File: src/rtl/idram_pkg.sv
package idram_pkg;
  localparam int DW      = 8;
  localparam int AW      = 7;
  localparam int SPW     = 8;
  localparam int IDXW    = 3;
  localparam int BANKW   = 2;
  localparam int BAW     = 7;
  localparam int NRD     = 4;
  localparam logic [7:0] BIT_BASE = 8'h20;
  localparam logic [7:0] SP_RST   = 8'h07;

  typedef enum logic [2:0] {
    SRC_NONE  = 3'd0,
    SRC_STACK = 3'd1,
    SRC_BYTE  = 3'd2,
    SRC_REG   = 3'd3,
    SRC_BIT   = 3'd4
  } wr_src_e;

  localparam int RD_REG  = 0;
  localparam int RD_BYTE = 1;
  localparam int RD_BIT  = 2;
  localparam int RD_STK  = 3;
endpackage

File: src/rtl/idram_array.sv
module idram_array
  import idram_pkg::*;
#(
  parameter int W   = DW,
  parameter int A   = AW,
  parameter int NR  = NRD
) (
  input  logic                  clk,
  input  logic                  rst_n,
  input  logic                  we,
  input  logic [A-1:0]          waddr,
  input  logic [W-1:0]          wdata,
  input  logic [NR-1:0][A-1:0]  raddr,
  output logic [NR-1:0][W-1:0]  rdata
);
  localparam int DEPTH = 1 << A;

  logic [W-1:0] mem [DEPTH];

  always_ff @(posedge clk) begin
    if (we) begin
      mem[waddr] <= wdata;
    end
  end

  for (genvar g = 0; g < NR; g++) begin : g_rd
    assign rdata[g] = mem[raddr[g]];
  end

  AST_WRITE_LANDS: assert property (@(posedge clk) disable iff (!rst_n)
    we |=> mem[$past(waddr)] == $past(wdata));
endmodule

File: src/rtl/idram_stack.sv
module idram_stack
  import idram_pkg::*;
#(
  parameter int          W     = SPW,
  parameter logic [W-1:0] RST  = SP_RST
) (
  input  logic         clk,
  input  logic         rst_n,
  input  logic         push,
  input  logic         pop,
  output logic [W-1:0] sp_q,
  output logic [W-1:0] push_addr
);
  logic [W-1:0] sp_d;
  logic         sp_en;

  assign push_addr = sp_q + 1'b1;

  always_comb begin
    sp_en = push | pop;
    sp_d  = sp_q;
    if (push) begin
      sp_d = push_addr;
    end else if (pop) begin
      sp_d = sp_q - 1'b1;
    end
  end

  always_ff @(posedge clk or negedge rst_n) begin
    if (!rst_n) begin
      sp_q <= RST;
    end else if (sp_en) begin
      sp_q <= sp_d;
    end
  end

  AST_SP_PUSH: assert property (@(posedge clk) disable iff (!rst_n)
    push |=> sp_q == ($past(sp_q) + 1'b1));

  AST_SP_POP: assert property (@(posedge clk) disable iff (!rst_n)
    (pop && !push) |=> sp_q == ($past(sp_q) - 1'b1));

  AST_SP_HOLD: assert property (@(posedge clk) disable iff (!rst_n)
    (!push && !pop) |=> $stable(sp_q));
endmodule

File: src/rtl/idram_wrarb.sv
module idram_wrarb
  import idram_pkg::*;
#(
  parameter int W  = DW,
  parameter int A  = AW,
  parameter int SW = SPW,
  parameter int BA = BAW
) (
  input  logic          clk,
  input  logic          rst_n,
  input  logic          push,
  input  logic          pop,
  input  logic [SW-1:0] push_addr,
  input  logic [W-1:0]  stk_wdata,
  input  logic          byte_we,
  input  logic [A-1:0]  byte_addr,
  input  logic [W-1:0]  byte_wdata,
  input  logic          reg_we,
  input  logic [A-1:0]  reg_addr,
  input  logic [W-1:0]  reg_wdata,
  input  logic          bit_we,
  input  logic [BA-1:0] bit_addr,
  input  logic          bit_wdata,
  output logic [A-1:0]  bit_raddr,
  input  logic [W-1:0]  bit_old,
  output logic          we,
  output logic [A-1:0]  waddr,
  output logic [W-1:0]  wdata,
  output wr_src_e       src
);
  localparam int BIT_IDX = $clog2(W);
  localparam int BIT_ROW = BA - BIT_IDX;

  logic [W-1:0] bit_mask;
  logic         stk_in_range;
  logic [W-1:0] bit_merged;

  assign bit_raddr    = BIT_BASE[A-1:0] + A'(bit_addr[BA-1:BIT_IDX]);
  assign bit_mask     = W'(1) << bit_addr[BIT_IDX-1:0];
  assign stk_in_range = (push_addr[SW-1:A] == '0);
  assign bit_merged   = bit_wdata ? (bit_old | bit_mask) : (bit_old & ~bit_mask);

  always_comb begin
    we    = 1'b0;
    waddr = '0;
    wdata = '0;
    src   = SRC_NONE;
    if (push || pop) begin
      src = SRC_STACK;
      if (push && stk_in_range) begin
        we    = 1'b1;
        waddr = push_addr[A-1:0];
        wdata = stk_wdata;
      end
    end else if (byte_we) begin
      src   = SRC_BYTE;
      we    = 1'b1;
      waddr = byte_addr;
      wdata = byte_wdata;
    end else if (reg_we) begin
      src   = SRC_REG;
      we    = 1'b1;
      waddr = reg_addr;
      wdata = reg_wdata;
    end else if (bit_we) begin
      src   = SRC_BIT;
      we    = 1'b1;
      waddr = bit_raddr;
      wdata = bit_merged;
    end
  end

  AST_BIT_KEEPS_REST: assert property (@(posedge clk) disable iff (!rst_n)
    (src == SRC_BIT) |-> ((wdata ^ bit_old) & ~bit_mask) == '0);

  AST_HIGH_STACK_DROP: assert property (@(posedge clk) disable iff (!rst_n)
    (push && push_addr[SW-1]) |-> !we);

  AST_STACK_BLOCKS: assert property (@(posedge clk) disable iff (!rst_n)
    (pop && !push) |-> !we);
endmodule

File: src/rtl/idram_ctrl.sv
module idram_ctrl
  import idram_pkg::*;
(
  input  logic             clk,
  input  logic             rst_n,
  input  logic             bank_we,
  input  logic [BANKW-1:0] bank_sel,
  input  logic [IDXW-1:0]  reg_idx,
  input  logic             reg_we,
  input  logic [DW-1:0]    reg_wdata,
  output logic [DW-1:0]    reg_rdata,
  input  logic [AW-1:0]    byte_addr,
  input  logic             byte_we,
  input  logic [DW-1:0]    byte_wdata,
  output logic [DW-1:0]    byte_rdata,
  input  logic [BAW-1:0]   bit_addr,
  input  logic             bit_we,
  input  logic             bit_wdata,
  output logic             bit_rdata,
  input  logic             push,
  input  logic             pop,
  input  logic [DW-1:0]    stk_wdata,
  output logic [DW-1:0]    stk_rdata,
  output logic [SPW-1:0]   sp
);
  localparam int RA_PAD  = AW - BANKW - IDXW;
  localparam int BIT_IDX = $clog2(DW);

  logic [1:0]            rst_sync_q;
  logic                  rst_core_n;
  logic [BANKW-1:0]      bank_q;
  logic [AW-1:0]         reg_addr;
  logic [SPW-1:0]        push_addr;
  logic [AW-1:0]         bit_raddr;
  logic                  arr_we;
  logic [AW-1:0]         arr_waddr;
  logic [DW-1:0]         arr_wdata;
  wr_src_e               arr_src;
  logic [NRD-1:0][AW-1:0] rd_addr;
  logic [NRD-1:0][DW-1:0] rd_data;

  always_ff @(posedge clk or negedge rst_n) begin
    if (!rst_n) begin
      rst_sync_q <= 2'b00;
    end else begin
      rst_sync_q <= {rst_sync_q[0], 1'b1};
    end
  end
  assign rst_core_n = rst_sync_q[1];

  always_ff @(posedge clk or negedge rst_core_n) begin
    if (!rst_core_n) begin
      bank_q <= '0;
    end else if (bank_we) begin
      bank_q <= bank_sel;
    end
  end

  assign reg_addr = {{RA_PAD{1'b0}}, bank_q, reg_idx};

  idram_stack u_stack (
    .clk       (clk),
    .rst_n     (rst_core_n),
    .push      (push),
    .pop       (pop),
    .sp_q      (sp),
    .push_addr (push_addr)
  );

  idram_wrarb u_arb (
    .clk        (clk),
    .rst_n      (rst_core_n),
    .push       (push),
    .pop        (pop),
    .push_addr  (push_addr),
    .stk_wdata  (stk_wdata),
    .byte_we    (byte_we),
    .byte_addr  (byte_addr),
    .byte_wdata (byte_wdata),
    .reg_we     (reg_we),
    .reg_addr   (reg_addr),
    .reg_wdata  (reg_wdata),
    .bit_we     (bit_we),
    .bit_addr   (bit_addr),
    .bit_wdata  (bit_wdata),
    .bit_raddr  (bit_raddr),
    .bit_old    (rd_data[RD_BIT]),
    .we         (arr_we),
    .waddr      (arr_waddr),
    .wdata      (arr_wdata),
    .src        (arr_src)
  );

  assign rd_addr[RD_REG]  = reg_addr;
  assign rd_addr[RD_BYTE] = byte_addr;
  assign rd_addr[RD_BIT]  = bit_raddr;
  assign rd_addr[RD_STK]  = sp[AW-1:0];

  idram_array u_array (
    .clk   (clk),
    .rst_n (rst_core_n),
    .we    (arr_we),
    .waddr (arr_waddr),
    .wdata (arr_wdata),
    .raddr (rd_addr),
    .rdata (rd_data)
  );

  assign reg_rdata  = rd_data[RD_REG];
  assign byte_rdata = rd_data[RD_BYTE];
  assign bit_rdata  = rd_data[RD_BIT][bit_addr[BIT_IDX-1:0]];
  assign stk_rdata  = (sp[SPW-1:AW] == '0) ? rd_data[RD_STK] : '0;

  AST_BANK_HOLD: assert property (@(posedge clk) disable iff (!rst_core_n)
    !bank_we |=> $stable(bank_q));

  AST_SRC_STACK: assert property (@(posedge clk) disable iff (!rst_core_n)
    (push || pop) |-> (arr_src == SRC_STACK));
endmodule

File: config.mk
export PLATFORM = sky130hd
export DESIGN_NAME = idram_ctrl
export DESIGN_NICKNAME = d
export VERILOG_FILES = /design/src/rtl/idram_pkg.sv /design/src/rtl/idram_array.sv /design/src/rtl/idram_stack.sv /design/src/rtl/idram_wrarb.sv /design/src/rtl/idram_ctrl.sv
export SDC_FILE = /design/constraint.sdc
export NUM_CORES = 1
export LEC_CHECK = 0
export BUFFER_PORTS_ARGS = -buffer_cell sky130_fd_sc_hd__buf_4
export CORE_UTILIZATION = 60
export CTS_BUF_LIST = sky130_fd_sc_hd__clkbuf_4
export DETAILED_ROUTE_END_ITERATION = 10
export PLACE_DENSITY = 0.77
export SYNTH_ARGS = -nofsm -noshare
export SYNTH_HDL_FRONTEND = slang
export SYNTH_SLANG_ARGS = --single-unit
export TNS_END_PERCENT = 1
File: constraint.sdc
create_clock -name clk -period 4.8 [get_ports clk]
set_clock_uncertainty 0.15 [all_clocks]
set_input_delay 1.2 -clock clk [delete_from_list [all_inputs] [get_ports clk]]
set_output_delay 1.2 -clock clk [all_outputs]
set_load 0.01 [all_outputs]
==> results.json <==
{
  "rsz0062_at_grt": "yes",
  "synth_xor_area_frac": 0.00168,
  "synth_area_per_cell_sq_um": 19.2,
  "timing.hold.ws_ns": 0.0706,
  "critPathKind": "reg2out",
  "reg2reg_slack_ns": 0.24,
  "cts-buffers-inserted": 282,
  "grt_antenna_before_repair": 11,
  "irDropWorstVdd_uv": 422,
  "syn_nets": 2772,
  "grt_pass1_vias": 34278,
  "place_congestion": 0.958,
  "powerDensity_nw_per_um2": 505,
  "route.detailed.drc": 0,
  "synth_compound_area_frac": 0.0320,
  "die_h_microns": 297,
  "nets": 3331,
  "setup_violations": 16,
  "cts_sinks": 1036,
  "drv_cap": 0,
  "fmax_ghz": 0.178,
  "maxSlewHeadroom": 0.0582,
  "rows": 107,
  "cts.path.max_buffers": 4,
  "critical_path.max_fanout": 8,
  "p_seq_frac": 0.351,
  "routed_wl_microns": 168000,
  "synth_fa_ha_area_frac": 0.000479,
  "fin_crit_sh": 1.17,
  "synth_mux_area_frac": 0.313,
  "ant_nets": 0,
  "critical_path_arrival_ns": 4.26,
  "ys_seq_area_frac": 0.595,
  "root_buffer": "clkbuf_4",
  "synth-edff-count": 1024,
  "synth_top_family_by_area": "multiplexers",
  "port_buffers": 84,
  "slew_viol_final": 0,
  "total_power_mw": 31.2,
  "p_leak_nw": 20.7,
  "reg2regPathDepth": 7,
  "wl_met2_microns": 76000,
  "ios": 85,
  "yosys.area.top_type_share": 0.589,
  "r2r-end": "u_array.mem[33][4]$_DFFE_PP_",
  "cts_tree": "done",
  "fin_ws_ns": -0.813,
  "synth.area.top_cells": "edfxtp_1 (59%), mux4_2 (29%), nor2_1 (1.3%)",
  "die_w_microns": 297,
  "end_kind": "output port",
  "yosysMostFrequentCell": "edfxtp_1",
  "layout_min_cycle_time_ns": 5.61,
  "grt_first_pass_wirelength_microns": 238000,
  "synth-async-reset-ratio": 0.0116,
  "netSwitchingFraction": 0.348,
  "synthTopCellsByCount": "edfxtp_1 (1024), mux4_2 (680), nor2_1 (183), nand2_1 (107), clkbuf_1 (104)",
  "pwr-share-comb": 0.395,
  "hold_viol_final": 0,
  "hpwl_microns": 111000,
  "clkLatencyLatePin_ns": 1.19,
  "critical_path_required_ns": 3.45,
  "run_status": "finished, violations left",
  "violations": "setup timing",
  "dieArea_sq_um": 88200,
  "htreeDepth": 5,
  "start_kind": "register",
  "hold_class": "reg2async",
  "num_vias": 34893,
  "yosysWarnings": 0,
  "drive_above_1_share": 0.503,
  "finalSetupTns_ns": -8.00,
  "wl_met1_microns": 56100,
  "p_switching_mw": 10.8,
  "clk_pin_slew_worst_paths_ns": 0.07,
  "p_int_mw": 20.3,
  "max_slew.worst_pin.slew_ns": 1.41,
  "synth_simple_gate_area_frac": 0.0357,
  "first_iter_violations": 6133,
  "yosysUniqueCellTypes": 66,
  "route.met3.wl_microns": 28300,
  "synth_flop_cell": "edfxtp_1",
  "clkPwrFrac": 0.254,
  "post_drt_wl_per_cell_microns": 36.5,
  "grt_max_degree": 129,
  "synth_top_area_cell": "edfxtp_1",
  "core_sq_um": 85700,
  "overflow": 0,
  "highest_layer": "met5",
  "drt_pass1_iterations": 6,
  "areaGrowthSynthToFinish_pct": 18.2,
  "grt_use_total": 0.381,
  "r2r_start": "u_stack.sp_q[3]$_DFFE_PN0N_",
  "utilization": 0.720,
  "initial_utilization": 0.610,
  "drt-vias-per-instance": 7.57,
  "syn_area_sq_um": 52200,
  "ys_seq_elements": 1036,
  "synthCells": 2718
}
-- placed cells by master, fill, tap and decap left out, types with 6 or more instances in the layout --
master and count:
a211oi_1 12, a21oi_1 30, a221oi_2 6, a22o_1 7
a22oi_1 36, a31oi_1 7, and2_1 8, and3_1 7
buf_12 60, buf_16 21, buf_4 395, buf_6 15
bufinv_16 6, clkbuf_16 6, clkbuf_4 407, clkinv_1 41
clkinv_2 9, dfrtp_1 7, edfxtp_1 1024, inv_2 7
mux2_2 37, mux2i_1 50, mux2i_2 8, mux4_2 680
nand2_1 103, nand2b_1 11, nand3_1 15, nand3b_1 9
nor2_1 183, nor2b_1 8, nor3_1 21, nor4_1 8
o21ai_0 26, o21ai_4 11, o22ai_1 24, or3_1 8
xnor2_1 7
-- metal layers --
metal | up-vias | GRT usage
met2 | 3584 | 0.550
li1 | 13104 | -
met1 | 17650 | 0.524
met5 | - | 0
met3 | 543 | 0.140
met4 | 12 | 0.171
-- how the worst max path moves through the flow --
stage / start / to / slack [ns] / depth (start not counted)
finish: u_stack.sp_q[0]$_DFFE_PN1N_ / stk_rdata[0] / -0.81 / 10
CTS: u_stack.sp_q[0]$_DFFE_PN1N_ / stk_rdata[5] / -0.84 / 9
detailed placement: byte_addr[0] / byte_rdata[5] / -0.46 / 10
global route: u_stack.sp_q[0]$_DFFE_PN1N_ / stk_rdata[5] / -0.83 / 11
global placement: byte_addr[0] / byte_rdata[0] / -0.46 / 9
floorplan: bit_addr[4] / u_array.mem[0][7]$_DFFE_PP_ / -0.08 / 6
-- flip-flops by register name (all words and copies together) (netlist names) --
name	flops
bank_q	2
rst_sync_q	2
u_array.mem	1024
u_stack.sp_q	8
-- layout make-up --
cell class,count,area (sq um)
clock buffer,407,3060
tap,1144,1430
sequential,1036,31100
timing repair buffer,504,5220
inverter,5,18.8
fill,5186,24000
clock inverter,61,398
multi-input combinational,1448,20500
antenna,5,12.5
-- what timing repair did --
item | CTS | global route
setup buffers | 15 | 40
endpoints found under the hold margin | 2 | 0
gates cloned | 5 | 6
hold buffers | 1 | 0
pin swaps | 4 | 20
endpoints found under the setup margin | 16 | 16
gates resized for setup | 58 | 75
-- stage by stage --
step	cells	worst slack (ns)	instance area, sq um
after floorplan	2718	-0.0847	52300
after global placement	4071	-0.463	56800
after detailed placement	4071	-0.457	56800
after CTS	4560	-0.840	60800
after global routing	4606	-0.830	61700
final	4610	-0.813	61700
-- power groups by stage --
| stage | Combinational, mW | Sequential, mW | Clock (mW) |
|---|---|---|---|
| floorplan | 6.19 | 10.9 | 0 |
| global placement | 10.3 | 11.1 | 0 |
| detailed placement | 10.4 | 11.1 | 0 |
| CTS | 11.1 | 10.9 | 7.93 |
| global route | 12.5 | 10.9 | 8.37 |
| finish | 12.3 | 11.0 | 7.91 |
-- cells by family after synthesis --
group	count (synthesis)
xor+xnor	10
fa+ha+maj	2
other cells	1
flops	1036
simple gates	416
mux	776
compound gates	243
buf+inv	234
-- worst max-delay path, stage by stage (launching register included) --
cell	delay [ns]
dfstp_4	0.65
buf_4	0.14
buf_12	0.16
buf_4	0.13
mux4_2	0.47
mux4_2	0.57
mux2i_4	0.25
nor3b_2	0.10
a31oi_4	0.25
o41ai_4	0.18
buf_4	0.18
Power figures use the tool's default switching activity.
